==> src/rtl/dma_lock_pkg.sv <==
`timescale 1ns/1ps
package dma_lock_pkg;
  localparam int LVL_W = 2;
  localparam int CFG_W = LVL_W + 1;
  localparam int NUM_LOCKS = 2;

  typedef enum logic [LVL_W-1:0] {
    LVL_XFER = 2'b00,
    LVL_BUF  = 2'b01,
    LVL_UNIT = 2'b10,
    LVL_NONE = 2'b11
  } lock_lvl_e;

  typedef struct packed {
    logic      en;
    lock_lvl_e lvl;
  } lock_cfg_t;

  typedef struct packed {
    logic xfer_s;
    logic xfer_e;
    logic buf_s;
    logic buf_e;
    logic chk_s;
    logic chk_e;
    logic sgl_s;
    logic sgl_e;
  } span_ev_t;

  // Start of the configured span; unit spans optionally include single accesses
  function automatic logic span_open(lock_cfg_t c, span_ev_t e, logic unit_has_single);
    logic r;
    r = 1'b0;
    if (c.en) begin
      unique case (c.lvl)
        LVL_XFER: r = e.xfer_s;
        LVL_BUF:  r = e.buf_s;
        LVL_UNIT: r = e.chk_s | (unit_has_single & e.sgl_s);
        default:  r = 1'b0;
      endcase
    end
    return r;
  endfunction

  function automatic logic span_close(lock_cfg_t c, span_ev_t e, logic unit_has_single);
    logic r;
    r = 1'b0;
    if (c.en) begin
      unique case (c.lvl)
        LVL_XFER: r = e.xfer_e;
        LVL_BUF:  r = e.buf_e;
        LVL_UNIT: r = e.chk_e | (unit_has_single & e.sgl_e);
        default:  r = 1'b0;
      endcase
    end
    return r;
  endfunction
endpackage

==> src/rtl/lock_cfg_sampler.sv <==
`timescale 1ns/1ps
module lock_cfg_sampler import dma_lock_pkg::*; (
  input  logic             clk,
  input  logic             rst_n,
  input  logic             ch_en,
  input  logic [CFG_W-1:0] ch_cfg_in,
  input  logic [CFG_W-1:0] bs_cfg_in,
  output logic             en_rise,
  output logic [CFG_W-1:0] ch_cfg_q,
  output logic [CFG_W-1:0] bs_cfg_q,
  output logic [CFG_W-1:0] ch_cfg_eff,
  output logic [CFG_W-1:0] bs_cfg_eff
);
  logic en_q;

  assign en_rise = ch_en & ~en_q;

  always_ff @(posedge clk or negedge rst_n) begin
    if (!rst_n) begin
      en_q     <= 1'b0;
      ch_cfg_q <= '0;
      bs_cfg_q <= '0;
    end else begin
      en_q <= ch_en;
      if (en_rise) begin
        ch_cfg_q <= ch_cfg_in;
        bs_cfg_q <= bs_cfg_in;
      end
    end
  end

  // Settings seen by the span logic: live on the enabling cycle, frozen after
  assign ch_cfg_eff = en_rise ? ch_cfg_in : ch_cfg_q;
  assign bs_cfg_eff = en_rise ? bs_cfg_in : bs_cfg_q;
endmodule

==> src/rtl/lock_span_hold.sv <==
`timescale 1ns/1ps
module lock_span_hold import dma_lock_pkg::*; #(
  parameter bit UNIT_HAS_SINGLE = 1'b0
) (
  input  logic             clk,
  input  logic             rst_n,
  input  logic             active,
  input  logic [CFG_W-1:0] cfg_raw,
  input  span_ev_t         ev,
  output logic             hold_q
);
  lock_cfg_t cfg;
  logic      open_ev;
  logic      close_ev;

  assign cfg      = lock_cfg_t'(cfg_raw);
  assign open_ev  = span_open(cfg, ev, UNIT_HAS_SINGLE);
  assign close_ev = span_close(cfg, ev, UNIT_HAS_SINGLE);

  // A new span opening in the closing cycle keeps the hold continuous
  always_ff @(posedge clk or negedge rst_n) begin
    if (!rst_n)       hold_q <= 1'b0;
    else if (!active) hold_q <= 1'b0;
    else              hold_q <= open_ev | (hold_q & ~close_ev);
  end
endmodule

==> src/rtl/dma_lock_ctrl.sv <==
`timescale 1ns/1ps
module dma_lock_ctrl import dma_lock_pkg::*; (
  input  logic       clk,
  input  logic       rst_n,
  input  logic       ch_en,
  input  logic       abort,
  input  logic       arb_hold_en,
  input  logic [1:0] arb_hold_lvl,
  input  logic       bus_hold_en,
  input  logic [1:0] bus_hold_lvl,
  input  logic       ev_xfer_start,
  input  logic       ev_xfer_end,
  input  logic       ev_buf_start,
  input  logic       ev_buf_end,
  input  logic       ev_chunk_start,
  input  logic       ev_chunk_end,
  input  logic       ev_single_start,
  input  logic       ev_single_end,
  output logic       arb_lock,
  output logic       bus_lock
);
  logic             active;
  logic             en_rise;
  logic [CFG_W-1:0] ch_cfg_q, bs_cfg_q, ch_cfg_eff, bs_cfg_eff;
  logic [CFG_W-1:0] cfg_arr  [NUM_LOCKS];
  logic             hold_arr [NUM_LOCKS];
  logic             chan_hold, bus_hold;
  span_ev_t         ev;

  assign active = ch_en & ~abort;
  assign ev = '{xfer_s: ev_xfer_start,  xfer_e: ev_xfer_end,
                buf_s:  ev_buf_start,   buf_e:  ev_buf_end,
                chk_s:  ev_chunk_start, chk_e:  ev_chunk_end,
                sgl_s:  ev_single_start, sgl_e: ev_single_end};

  lock_cfg_sampler u_cfg (
    .clk        (clk),
    .rst_n      (rst_n),
    .ch_en      (ch_en),
    .ch_cfg_in  ({arb_hold_en, arb_hold_lvl}),
    .bs_cfg_in  ({bus_hold_en, bus_hold_lvl}),
    .en_rise    (en_rise),
    .ch_cfg_q   (ch_cfg_q),
    .bs_cfg_q   (bs_cfg_q),
    .ch_cfg_eff (ch_cfg_eff),
    .bs_cfg_eff (bs_cfg_eff)
  );

  assign cfg_arr[0] = ch_cfg_eff;
  assign cfg_arr[1] = bs_cfg_eff;

  // Index 0: arbiter hold (unit = chunk); index 1: bus lock (unit = transaction)
  for (genvar i = 0; i < NUM_LOCKS; i++) begin : g_span
    lock_span_hold #(.UNIT_HAS_SINGLE(i == 1)) u_span (
      .clk     (clk),
      .rst_n   (rst_n),
      .active  (active),
      .cfg_raw (cfg_arr[i]),
      .ev      (ev),
      .hold_q  (hold_arr[i])
    );
  end

  assign chan_hold = hold_arr[0];
  assign bus_hold  = hold_arr[1];

  // Arbiter hold is stretched to cover any bus lock
  assign bus_lock = active & bus_hold;
  assign arb_lock = active & (chan_hold | bus_hold);
endmodule

==> config.mk <==
export PLATFORM = sky130hd
export DESIGN_NAME = dma_lock_ctrl
export DESIGN_NICKNAME = d
export VERILOG_FILES = /design/src/rtl/dma_lock_pkg.sv /design/src/rtl/lock_cfg_sampler.sv /design/src/rtl/lock_span_hold.sv /design/src/rtl/dma_lock_ctrl.sv
export SDC_FILE = /design/constraint.sdc
export NUM_CORES = 1
export LEC_CHECK = 0
export BUFFER_PORTS_ARGS = -buffer_cell sky130_fd_sc_hd__buf_4
export CELL_PAD_IN_SITES_DETAIL_PLACEMENT = 0
export CELL_PAD_IN_SITES_GLOBAL_PLACEMENT = 1
export CORE_UTILIZATION = 34
export DETAILED_ROUTE_END_ITERATION = 8
export GPL_ROUTABILITY_DRIVEN = 0
export PLACE_DENSITY_LB_ADDON = 0.1
export REMOVE_ABC_BUFFERS = 1
export SKIP_LAST_GASP = 1
export SYNTH_ARGS = -nofsm -noshare
export SYNTH_HDL_FRONTEND = slang
export SYNTH_SLANG_ARGS = --single-unit
==> constraint.sdc <==
create_clock -name clk -period 2.25 [get_ports clk]
set_clock_uncertainty 0.15 [all_clocks]
set_input_delay 0.45 -clock clk [delete_from_list [all_inputs] [get_ports clk]]
set_output_delay 0.45 -clock clk [all_outputs]
set_load 0.005 [all_outputs]
==> results of run 1 <==
[metrics by stage]
stage	util [%]	area [um^2]	hold slack, ns	power, mW	worst slack [ns]
global placement	49.6	678	0.136	0.299	0.450
detailed placement	49.6	678	0.131	0.299	0.405
floorplan	-	509	0.00441	0.252	0.670
finish	52.3	714	0.178	0.425	0.431
CTS	52.3	714	0.179	0.426	0.466
global route	52.3	714	0.178	0.446	0.282
[worst max path at each step]
| stage | from | endpoint | slack, ns | cells after the start |
|---|---|---|---|---|
| 6_report | u_cfg.en_q | g_span[1].u_span.hold_q | 0.43 | 5 |
| 5_1_grt | u_cfg.en_q | g_span[1].u_span.hold_q | 0.28 | 5 |
| 4_1_cts | u_cfg.en_q | g_span[1].u_span.hold_q | 0.47 | 5 |
| 3_5_place_dp | ch_en | g_span[1].u_span.hold_q | 0.40 | 6 |
| 3_3_place_gp | ch_en | g_span[1].u_span.hold_q | 0.45 | 6 |
| 2_1_floorplan | u_cfg.en_q | g_span[1].u_span.hold_q | 0.67 | 5 |
[worst max-delay path, delay by kind of cell (launching register included)]
kind / cells / cell delay (ns)
simple gates: 3 / 0.61
flops: 1 / 0.41
mux: 1 / 0.39
compound gates: 1 / 0.14
[cell usage in the layout, fill, tap and decap left out, types with 2 or more instances in the layout]
| master | synthesis | final |
|---|---|---|
| buf_4 | 0 | 20 |
| dfrtp_1 | 9 | 9 |
| mux2_2 | 3 | 3 |
| inv_1 | 3 | 3 |
| nand2_1 | 3 | 3 |
| clkbuf_4 | 0 | 3 |
| nor2b_1 | 2 | 2 |
| mux2i_2 | 2 | 2 |
| mux2i_1 | 2 | 2 |
| a21oi_1 | 2 | 2 |
[power groups by stage]
| stage | Sequential (mW) | Clock (mW) | Combinational (mW) |
|---|---|---|---|
| after floorplan | 0.191 | 0 | 0.0610 |
| after global placement | 0.194 | 0 | 0.105 |
| after detailed placement | 0.194 | 0 | 0.105 |
| after CTS | 0.191 | 0.128 | 0.107 |
| after global routing | 0.193 | 0.134 | 0.119 |
| final | 0.191 | 0.127 | 0.108 |
[synthesized netlist by cell type]
cell | count | area (um^2)
a21oi_1 | 2 | 10.0
a31oi_1 | 1 | 6.26
a32oi_1 | 1 | 8.76
and2_1 | 1 | 6.26
and4bb_2 | 1 | 12.5
buf_12 | 1 | 20.0
dfrtp_1 | 9 | 225
inv_1 | 3 | 11.3
inv_2 | 1 | 3.75
mux2_1 | 1 | 11.3
mux2_2 | 3 | 33.8
mux2_4 | 1 | 15.0
mux2i_1 | 2 | 20.0
mux2i_2 | 2 | 27.5
nand2_1 | 3 | 11.3
nand2b_4 | 1 | 13.8
nand3_1 | 1 | 5.00
nand4_1 | 1 | 6.26
nor2_1 | 1 | 3.75
nor2b_1 | 2 | 12.5
nor3_1 | 1 | 5.00
nor4b_1 | 1 | 8.76
o2111ai_1 | 1 | 8.76
o211a_1 | 1 | 10.0
o211ai_1 | 1 | 7.51
o21a_1 | 1 | 7.51
o21ai_0 | 1 | 5.00
o22ai_1 | 1 | 6.26
or3_1 | 1 | 6.26
[cells by family after synthesis]
logic type / synth area share [%]
simple gates: 17.3
compound gates: 13.2
flops: 42.6
buf+inv: 6.62
mux: 20.3
[routing by layer]
metal / share of wire (%) / wire, um
met1: 48 / 586
met2: 43 / 521
met3: 7.0 / 86
met4: 2.2 / 27
met5: 0 / 0
[cell type report]
class	instances	area, um^2	area share (%)
Clock buffer	4	26.3	3.68
Inverter	4	15.0	2.10
Multi-Input combinational cell	33	269	37.7
Sequential cell	9	225	31.5
Tap cell	15	18.8	2.63
Timing Repair Buffer	21	160	22.4
[flip-flops by register name (all words and copies together) (netlist names)]
signal                count
g_span.u_span.hold_q      2
u_cfg.ch_cfg_q            3
u_cfg.bs_cfg_q            3
u_cfg.en_q                1
[timing repair]
| item | in CTS | in global routing |
|---|---|---|
| hold buffers | 1 | 0 |
| setup endpoints to repair | 0 | 0 |
| endpoints found under the hold margin | 9 | 0 |
| resized for setup | 0 | 0 |
==> impl_metrics.yaml, run 1 <==
global_route:
  grt_max_degree: 10
  met1_usage_pct: 20.9
  grtUsageMet2_pct: 22.2
  grt_util_all_layers_pct: 15.5
  antenna_found_initial: 0
  grt_pass1_vias: 461
  grt_util_met3_pct: 3.48
  grt_pass1_wl_um: 2010
  grt_overflow: 0
  busiest_layer: "met2"
critical_path:
  r2r_end: "g_span[1].u_span.hold_q"
  worst_ep_required_time_ns: 2.24
  rrSetupSlack_ns: 0.43
  critPathKind: "reg2reg"
  slowest_stage: "dfrtp_1"
  crit_chain: "nand2b_4 > mux2i_2 > nor3_1 > nor4b_1 > o22ai_1"
  r2r_cells: 5
  cpPeakStageDelay_ns: 0.41
  endpoint_kind: "register"
  critPathArrivalTime_ns: 1.81
  critical_path.startpoint_type: "register"
  path_max_fanout: 7
  r2r_start: "u_cfg.en_q"
routing:
  dr.pass1.iters: 4
  drt_iter0_drc: 8
  post_drt_wl_per_cell_um: 14.2
  vias: 450
  viasPerCell: 5.23
  drc_errors: 0
  antenna_left: 0
  wl_um: 1220
sta:
  maxSlewViolCount: 0
  setup_viol: 0
  period_share_pct: 80.9
  max-slew-margin-rel_pct: 75.8
  max_freq_mhz: 550
  worstMarginPinSlew_ns: 0.356
  rsz0062_at_grt: "false"
  period_minus_slack_ns: 1.82
  final.setup.tns_ns: 0
  hold_viol: 0
floorplan:
  dieArea_um2: 1720
  die_x_um: 41.5
  core-area_um2: 1370
  die_height_um: 41.5
  initial_core_util_pct: 38.7
  row_count: 13
  io_pins: 20
final_layout:
  nFillCells: 138
  drive_above_1_share_pct: 45.1
  nNetsFinal: 90
  instances_no_fill: 86
  antenna_cells: 0
  syn2layout_area_growth_pct: 35.0
flow_run:
  maxCapViolCount: 0
clocking:
  htree_levels: 1
  clock-root-buffer: "clkbuf_4"
  insertion_delay_ns: 0.26
  cts_tree: "yes"
  clock_path_buffers: 2
  clkSinkCount: 9
  cts_buffers: 3
  cts_setup_buffers: 0
  clk_pin_slew_ns: 0.06
placement:
  dp_cells: 81
  place.port_buffers: 19
outcome:
  status: "finished, final reports clean"
hold_path:
  worstHoldPathCells: 1
  hold_end: "u_cfg.en_q"
  hp-class: "in2reg"
  hp-start: "ch_en"
power_and_ir_drop:
  irDropWorstVdd_v: 0.000286
  p_leak_nw: 0.344
  p_comb_share_pct: 25.3
  p_clk_share_pct: 29.9
  power.internal_mw: 0.307
  powerDensity_nw_per_um2: 595
  switching_share_pct: 27.8
  power.net_switching_mw: 0.118
  sequentialPowerShare_pct: 44.8
yosys:
  syn_area_um2: 529
  avgSynthCellArea_um2: 11.3
  ys_warn_count: 0
  synth.distinct_cells: 29
  synthCells: 47
  ys_seq_area_share_pct: 42.6
  ys_ff_latch: 9
No activity file was read; power rests on OpenSTA's default activity.
==> run 2: changes to the inputs <==
--- a/config.mk
+++ b/config.mk
@@ -5,10 +5,11 @@
 export SDC_FILE = /design/constraint.sdc
 export NUM_CORES = 1
 export LEC_CHECK = 0
+export ABC_AREA = 1
 export BUFFER_PORTS_ARGS = -buffer_cell sky130_fd_sc_hd__buf_4
 export CELL_PAD_IN_SITES_DETAIL_PLACEMENT = 0
 export CELL_PAD_IN_SITES_GLOBAL_PLACEMENT = 1
-export CORE_UTILIZATION = 34
+export CORE_UTILIZATION = 29
 export DETAILED_ROUTE_END_ITERATION = 8
 export GPL_ROUTABILITY_DRIVEN = 0
 export PLACE_DENSITY_LB_ADDON = 0.1
==> constraint.sdc (replaced) <==
create_clock -name clk -period 1.6 [get_ports clk]
set_clock_uncertainty 0.15 [all_clocks]
set_input_delay 0.32 -clock clk [delete_from_list [all_inputs] [get_ports clk]]
set_output_delay 0.32 -clock clk [all_outputs]
set_load 0.005 [all_outputs]
==> run 2 against run 1 <==
Against the previous run: first-iteration DRC count is 50% lower; count of clock-buffer cells in the layout stayed put; global-route usage down 1.0 points; core utilization shrank 11 points; register-to-register slack worse by 0.18 ns; critical path type is now in2out; largest power group unchanged; highest routed layer unchanged.
==> impl_metrics.yaml, run 2 <==
outcome:
  status: "finished, final reports clean"
floorplan:
  row_count: 16
  initial_core_util_pct: 31.1
  io_pins: 20
  core-area_um2: 1980
  die_x_um: 48.1
  dieArea_um2: 2320
  die_height_um: 48.1
global_route:
  antenna_found_initial: 0
  grt_pass1_vias: 518
  grt_util_all_layers_pct: 14.4
  grt_pass1_wl_um: 2180
  grt_overflow: 0
  grt_max_degree: 10
power_and_ir_drop:
  p_leak_nw: 0.474
  powerDensity_nw_per_um2: 758
  p_clk_share_pct: 29.9
  sequentialPowerShare_pct: 41.9
  p_comb_share_pct: 28.2
  power.internal_mw: 0.424
  switching_share_pct: 31.7
  irDropWorstVdd_v: 0.000401
  power.net_switching_mw: 0.197
critical_path:
  critPathKind: "in2out"
  endpoint_kind: "output pin"
  r2r_start: "u_cfg.en_q"
  r2r_cells: 8
  path_buf_inv: 4
  slowest_stage: "buf_4"
  rrSetupSlack_ns: 0.25
  critical_path.startpoint_type: "input port"
  cp-startpoint: "ch_en"
  path_common_cell: "buf_4"
  crit_chain: "buf_4 > inv_2 > nor2_2 > inv_1 > nor2_1 > buf_4"
  cpPeakStageDelay_ns: 0.15
  worst_ep_required_time_ns: 1.13
  critPathTopFamily: "buffers and inverters"
  r2r_end: "g_span[0].u_span.hold_q"
  critPathArrivalTime_ns: 0.99
  path_max_fanout: 9
final_layout:
  drive_above_1_share_pct: 36.2
  nFillCells: 222
  nNetsFinal: 135
  top_regs: "u_cfg.bs_cfg_q x3, u_cfg.ch_cfg_q x3, g_span.u_span.hold_q x2"
  final_cell_mix: "inv_1 (19), buf_4 (19), nand2_1 (16), nand3_1 (16), nand2_2 (10)"
  antenna_cells: 0
  syn2layout_area_growth_pct: 32.7
yosys:
  synth_top_area_cell: "dfrtp_1"
  ys_ff_latch: 9
  synthAdderAreaFrac_pct: 0
  synth_most_common_cell: "inv_1"
  synth_xor_area_share_pct: 0
  synth_compound_area_share_pct: 4.06
  synth_enable_flop_cells: 0
  synth_top_family_by_area: "simple AND/OR/NAND/NOR gates"
  syn_area_um2: 617
  ys_warn_count: 0
  avgSynthCellArea_um2: 6.63
  synth-async-reset-ratio_pct: 100
  synthCells: 93
  synth.distinct_cells: 14
  synth_ff_type: "dfrtp_1"
  synth_top_area_share_pct: 36.5
  synthMuxAreaShare_pct: 0
  yosys.area_share.simple_pct: 42.0
  yosys-top-cells-count: "inv_1 (19), nand2_1 (16), nand3_1 (16)"
  synthTopCellsByArea: "dfrtp_1 (37%), nand3_1 (13%), inv_1 (12%), nand2_2 (10%), nand2_1 (9.7%)"
  ys_seq_area_share_pct: 36.5
routing:
  dr.pass1.iters: 4
  viasPerCell: 3.99
  wl_um: 1410
  post_drt_wl_per_cell_um: 9.87
  vias: 571
  antenna_left: 0
  drt_iter0_drc: 4
  drc_errors: 0
placement:
  place.port_buffers: 19
  hpwl_um: 1160
clocking:
  cts-resized-gates: 0
  cts_buffers: 3
  hold_buffers: 1
  clkSinkCount: 9
  clock-root-buffer: "clkbuf_4"
  htree_levels: 1
  cts_tree: "yes"
  clk_pin_slew_ns: 0.07
  cts_setup_buffers: 0
  clock_path_buffers: 2
  insertion_delay_ns: 0.26
sta:
  hold_viol: 0
  maxSlewViolCount: 0
  final.setup.tns_ns: 0
  period_minus_slack_ns: 1.46
  period_share_pct: 91.1
  max_freq_mhz: 686
  rsz0062_at_grt: "false"
  whs_ns: 0.106
  setup_viol: 0
  max-slew-margin-rel_pct: 89.3
  worstMarginPinSlew_ns: 0.160
hold_path:
  hold_end: "u_cfg.en_q"
  hp-start: "ch_en"
  hp-class: "in2reg"
  worstHoldPathCells: 1
flow_run:
  maxCapViolCount: 0
[run 2: kinds of logic after synthesis]
group | Yosys count
and+or+nand+nor | 53
AOI/OAI and AO/OA | 5
buffers and inverters | 26
DFF | 9
[run 2: power groups by stage]
stage	clock network (mW)	logic, mW	registers [mW]
global placement	0	0.178	0.264
finish	0.186	0.175	0.260
floorplan	0	0.110	0.263
global route	0.202	0.204	0.263
detailed placement	0	0.177	0.264
CTS	0.194	0.179	0.260
[run 2: cell type report]
| class | instances | area [um^2] | area share (%) |
|---|---|---|---|
| Tap cell | 27 | 33.8 | 4.13 |
| Inverter | 25 | 96.3 | 11.8 |
| Sequential cell | 9 | 225 | 27.5 |
| Timing Repair Buffer | 20 | 153 | 18.7 |
| Clock buffer | 4 | 26.3 | 3.21 |
| Multi-Input combinational cell | 58 | 284 | 34.7 |
[run 2: layer usage]
metal | share of wire, % | wire length, um | vias up | GRT usage (%)
met1 | 50 | 707 | 233 | 19.4
met5 | 0 | 0 | - | 0
met3 | 4.5 | 63 | 2 | 2.59
met4 | 0.99 | 14 | 0 | 10.0
li1 | - | - | 324 | -
met2 | 44 | 627 | 12 | 20.8
[run 2: worst max path at each step]
| stage | endpoint | cells after the start |
|---|---|---|
| finish | bus_lock | 6 |
| global route | arb_lock | 6 |
| CTS | bus_lock | 6 |
| detailed placement | bus_lock | 6 |
| global placement | bus_lock | 6 |
| floorplan | g_span[1].u_span.hold_q | 8 |
[run 2: stage by stage]
step	cells	power, mW	util [%]	setup WS (ns)	area (um^2)
floorplan	92	0.373	-	0.377	606
global placement	138	0.442	39.5	0.174	782
detailed placement	138	0.441	39.5	0.141	782
CTS	143	0.632	41.3	0.135	818
global route	143	0.669	41.3	0.0815	818
finish	143	0.620	41.3	0.142	818
[run 2: worst reg2reg max path: cells and delay by family, from the launching register on]
| kind | cells | cell delay [ns] |
|---|---|---|
| and+or+nand+nor | 6 | 0.46 |
| AOI/OAI and AO/OA | 1 | 0.12 |
| DFF | 1 | 0.39 |
| buffers and inverters | 1 | 0.14 |
==> run 3: changes to the inputs <==
--- a/config.mk
+++ b/config.mk
@@ -9,12 +9,13 @@
 export BUFFER_PORTS_ARGS = -buffer_cell sky130_fd_sc_hd__buf_4
 export CELL_PAD_IN_SITES_DETAIL_PLACEMENT = 0
 export CELL_PAD_IN_SITES_GLOBAL_PLACEMENT = 1
-export CORE_UTILIZATION = 29
+export CORE_UTILIZATION = 35
 export DETAILED_ROUTE_END_ITERATION = 8
 export GPL_ROUTABILITY_DRIVEN = 0
 export PLACE_DENSITY_LB_ADDON = 0.1
 export REMOVE_ABC_BUFFERS = 1
 export SKIP_LAST_GASP = 1
+export SLEW_MARGIN = 20
 export SYNTH_ARGS = -nofsm -noshare
 export SYNTH_HDL_FRONTEND = slang
 export SYNTH_SLANG_ARGS = --single-unit
==> constraint.sdc (replaced) <==
create_clock -name clk -period 1.8 [get_ports clk]
set_clock_uncertainty 0.15 [all_clocks]
set_input_delay 0.36 -clock clk [delete_from_list [all_inputs] [get_ports clk]]
set_output_delay 0.36 -clock clk [all_outputs]
set_load 0.005 [all_outputs]
==> run 3 against run 2 <==
Against the previous run: total power fell by 12%; critical path depth did not move; largest cell class unchanged; cell area fell by 1.7%; die area fell by 16%; non-clock buffer count did not move.
==> impl_metrics.yaml, run 3 (synthesis results as in run 2) <==
outcome:
  status: "finished, final reports clean"
placement:
  hpwl_um: 1140
  dp_cells: 127
  place.port_buffers: 19
sta:
  maxSlewViolCount: 0
  final.setup.tns_ns: 0
  worstMarginPinSlew_ns: 0.149
  setup_viol: 0
  hold_viol: 0
  max-slew-margin-rel_pct: 90.1
  period_minus_slack_ns: 1.53
  max_freq_mhz: 653
  period_share_pct: 85.0
  rsz0062_at_grt: "false"
clocking:
  cts_tree: "yes"
  cts_setup_buffers: 0
  clkSinkCount: 9
  insertion_delay_ns: 0.26
  clock-root-buffer: "clkbuf_4"
  clk_pin_slew_ns: 0.06
  clock_path_buffers: 2
  htree_levels: 1
  cts_buffers: 3
critical_path:
  critPathArrivalTime_ns: 1.02
  critPathTopFamily: "buffers and inverters"
  r2r_end: "g_span[1].u_span.hold_q"
  worst_ep_required_time_ns: 1.29
  critPathCapture: "bus_lock"
  r2r_start: "u_cfg.en_q"
  r2r_cells: 8
  endpoint_kind: "output pin"
  crit_chain: "buf_4 > inv_2 > nor2_2 > inv_1 > nor2_1 > buf_4"
  path_buf_inv: 4
  cp-startpoint: "ch_en"
  critical_path.startpoint_type: "input port"
  worst-path-stages: 6
  path_common_cell: "buf_4"
  critPathKind: "in2out"
  path_max_fanout: 9
  rrSetupSlack_ns: 0.44
  slowest_stage: "buf_4"
  cpPeakStageDelay_ns: 0.14
final_layout:
  final_cell_mix: "inv_1 (19), buf_4 (19), nand2_1 (16), nand3_1 (16), nand2_2 (10)"
  drive_above_1_share_pct: 36.2
  nNetsFinal: 135
  instances_no_fill: 132
  syn2layout_area_growth_pct: 30.4
  top_regs: "u_cfg.bs_cfg_q x3, u_cfg.ch_cfg_q x3, g_span.u_span.hold_q x2"
  antenna_cells: 0
routing:
  drc_errors: 0
  drt_iter0_drc: 7
  viasPerCell: 4.49
  vias: 593
  dr.pass1.iters: 5
  wl_um: 1350
  post_drt_wl_per_cell_um: 10.2
  antenna_left: 0
floorplan:
  initial_core_util_pct: 39.1
  die_height_um: 44.0
  io_pins: 20
  dieArea_um2: 1930
  die_x_um: 44.0
  row_count: 14
  core-area_um2: 1580
flow_run:
  maxCapViolCount: 0
power_and_ir_drop:
  p_total_mw: 0.544
  irDropWorstVdd_v: 0.000264
  p_leak_nw: 0.474
  powerDensity_nw_per_um2: 676
global_route:
  grt_pass1_vias: 555
  antenna_found_initial: 0
  grt_max_degree: 10
  grt_overflow: 0
  grt_pass1_wl_um: 2240
  grt_util_all_layers_pct: 16.3
hold_path:
  hp-class: "in2reg"
  worstHoldPathCells: 1
-- run 3: cell counts in the layout (fill, tap and decap cells not counted) --
Identical to the previous run, type by type.
-- run 3: worst min-delay path by stage --
stage	start	to	slack, ns
floorplan	rst_n	g_span[0].u_span.hold_q	-0.09
global placement	rst_n	u_cfg.en_q	0.04
detailed placement	rst_n	u_cfg.en_q	0.04
CTS	ch_en	u_cfg.en_q	0.14
global route	ch_en	u_cfg.en_q	0.15
finish	ch_en	u_cfg.en_q	0.15
-- run 3: timing repair --
item	CTS	global route
endpoints found under the setup margin	0	0
resized for setup	0	0
hold buffers	1	0
endpoints found under the hold margin	9	0
-- run 3: layout make-up --
type | count | area (um^2)
Tap cell | 16 | 20.0
Inverter | 25 | 96.3
Timing Repair Buffer | 20 | 153
Multi-Input combinational cell | 58 | 284
Fill cell | 170 | 772
Sequential cell | 9 | 225
Clock buffer | 4 | 26.3
-- run 3: per-layer routing --
layer	vias to the layer above	track usage (%)	share of wire, %
met4	0	3.64	0
met2	15	27.8	47
li1	326	-	-
met3	0	6.25	4.7
met5	-	0	0
met1	252	19.4	48
-- run 3: where the power goes --
part | switching (mW) | internal (mW) | total [mW]
clock network | 0.0719 | 0.0853 | 0.157
logic | 0.0874 | 0.0676 | 0.155
registers | 0.00805 | 0.223 | 0.232
total | 0.167 | 0.376 | 0.544
-- run 3: stage by stage --
step | instance area (um^2) | worst slack [ns] | util, % | hold WS, ns
after floorplan | 606 | 0.577 | - | -0.0856
after global placement | 768 | 0.276 | 48.7 | 0.0436
after detailed placement | 768 | 0.254 | 48.7 | 0.0441
after CTS | 805 | 0.249 | 51.0 | 0.144
after global routing | 805 | 0.163 | 51.0 | 0.146
final | 805 | 0.269 | 51.0 | 0.149
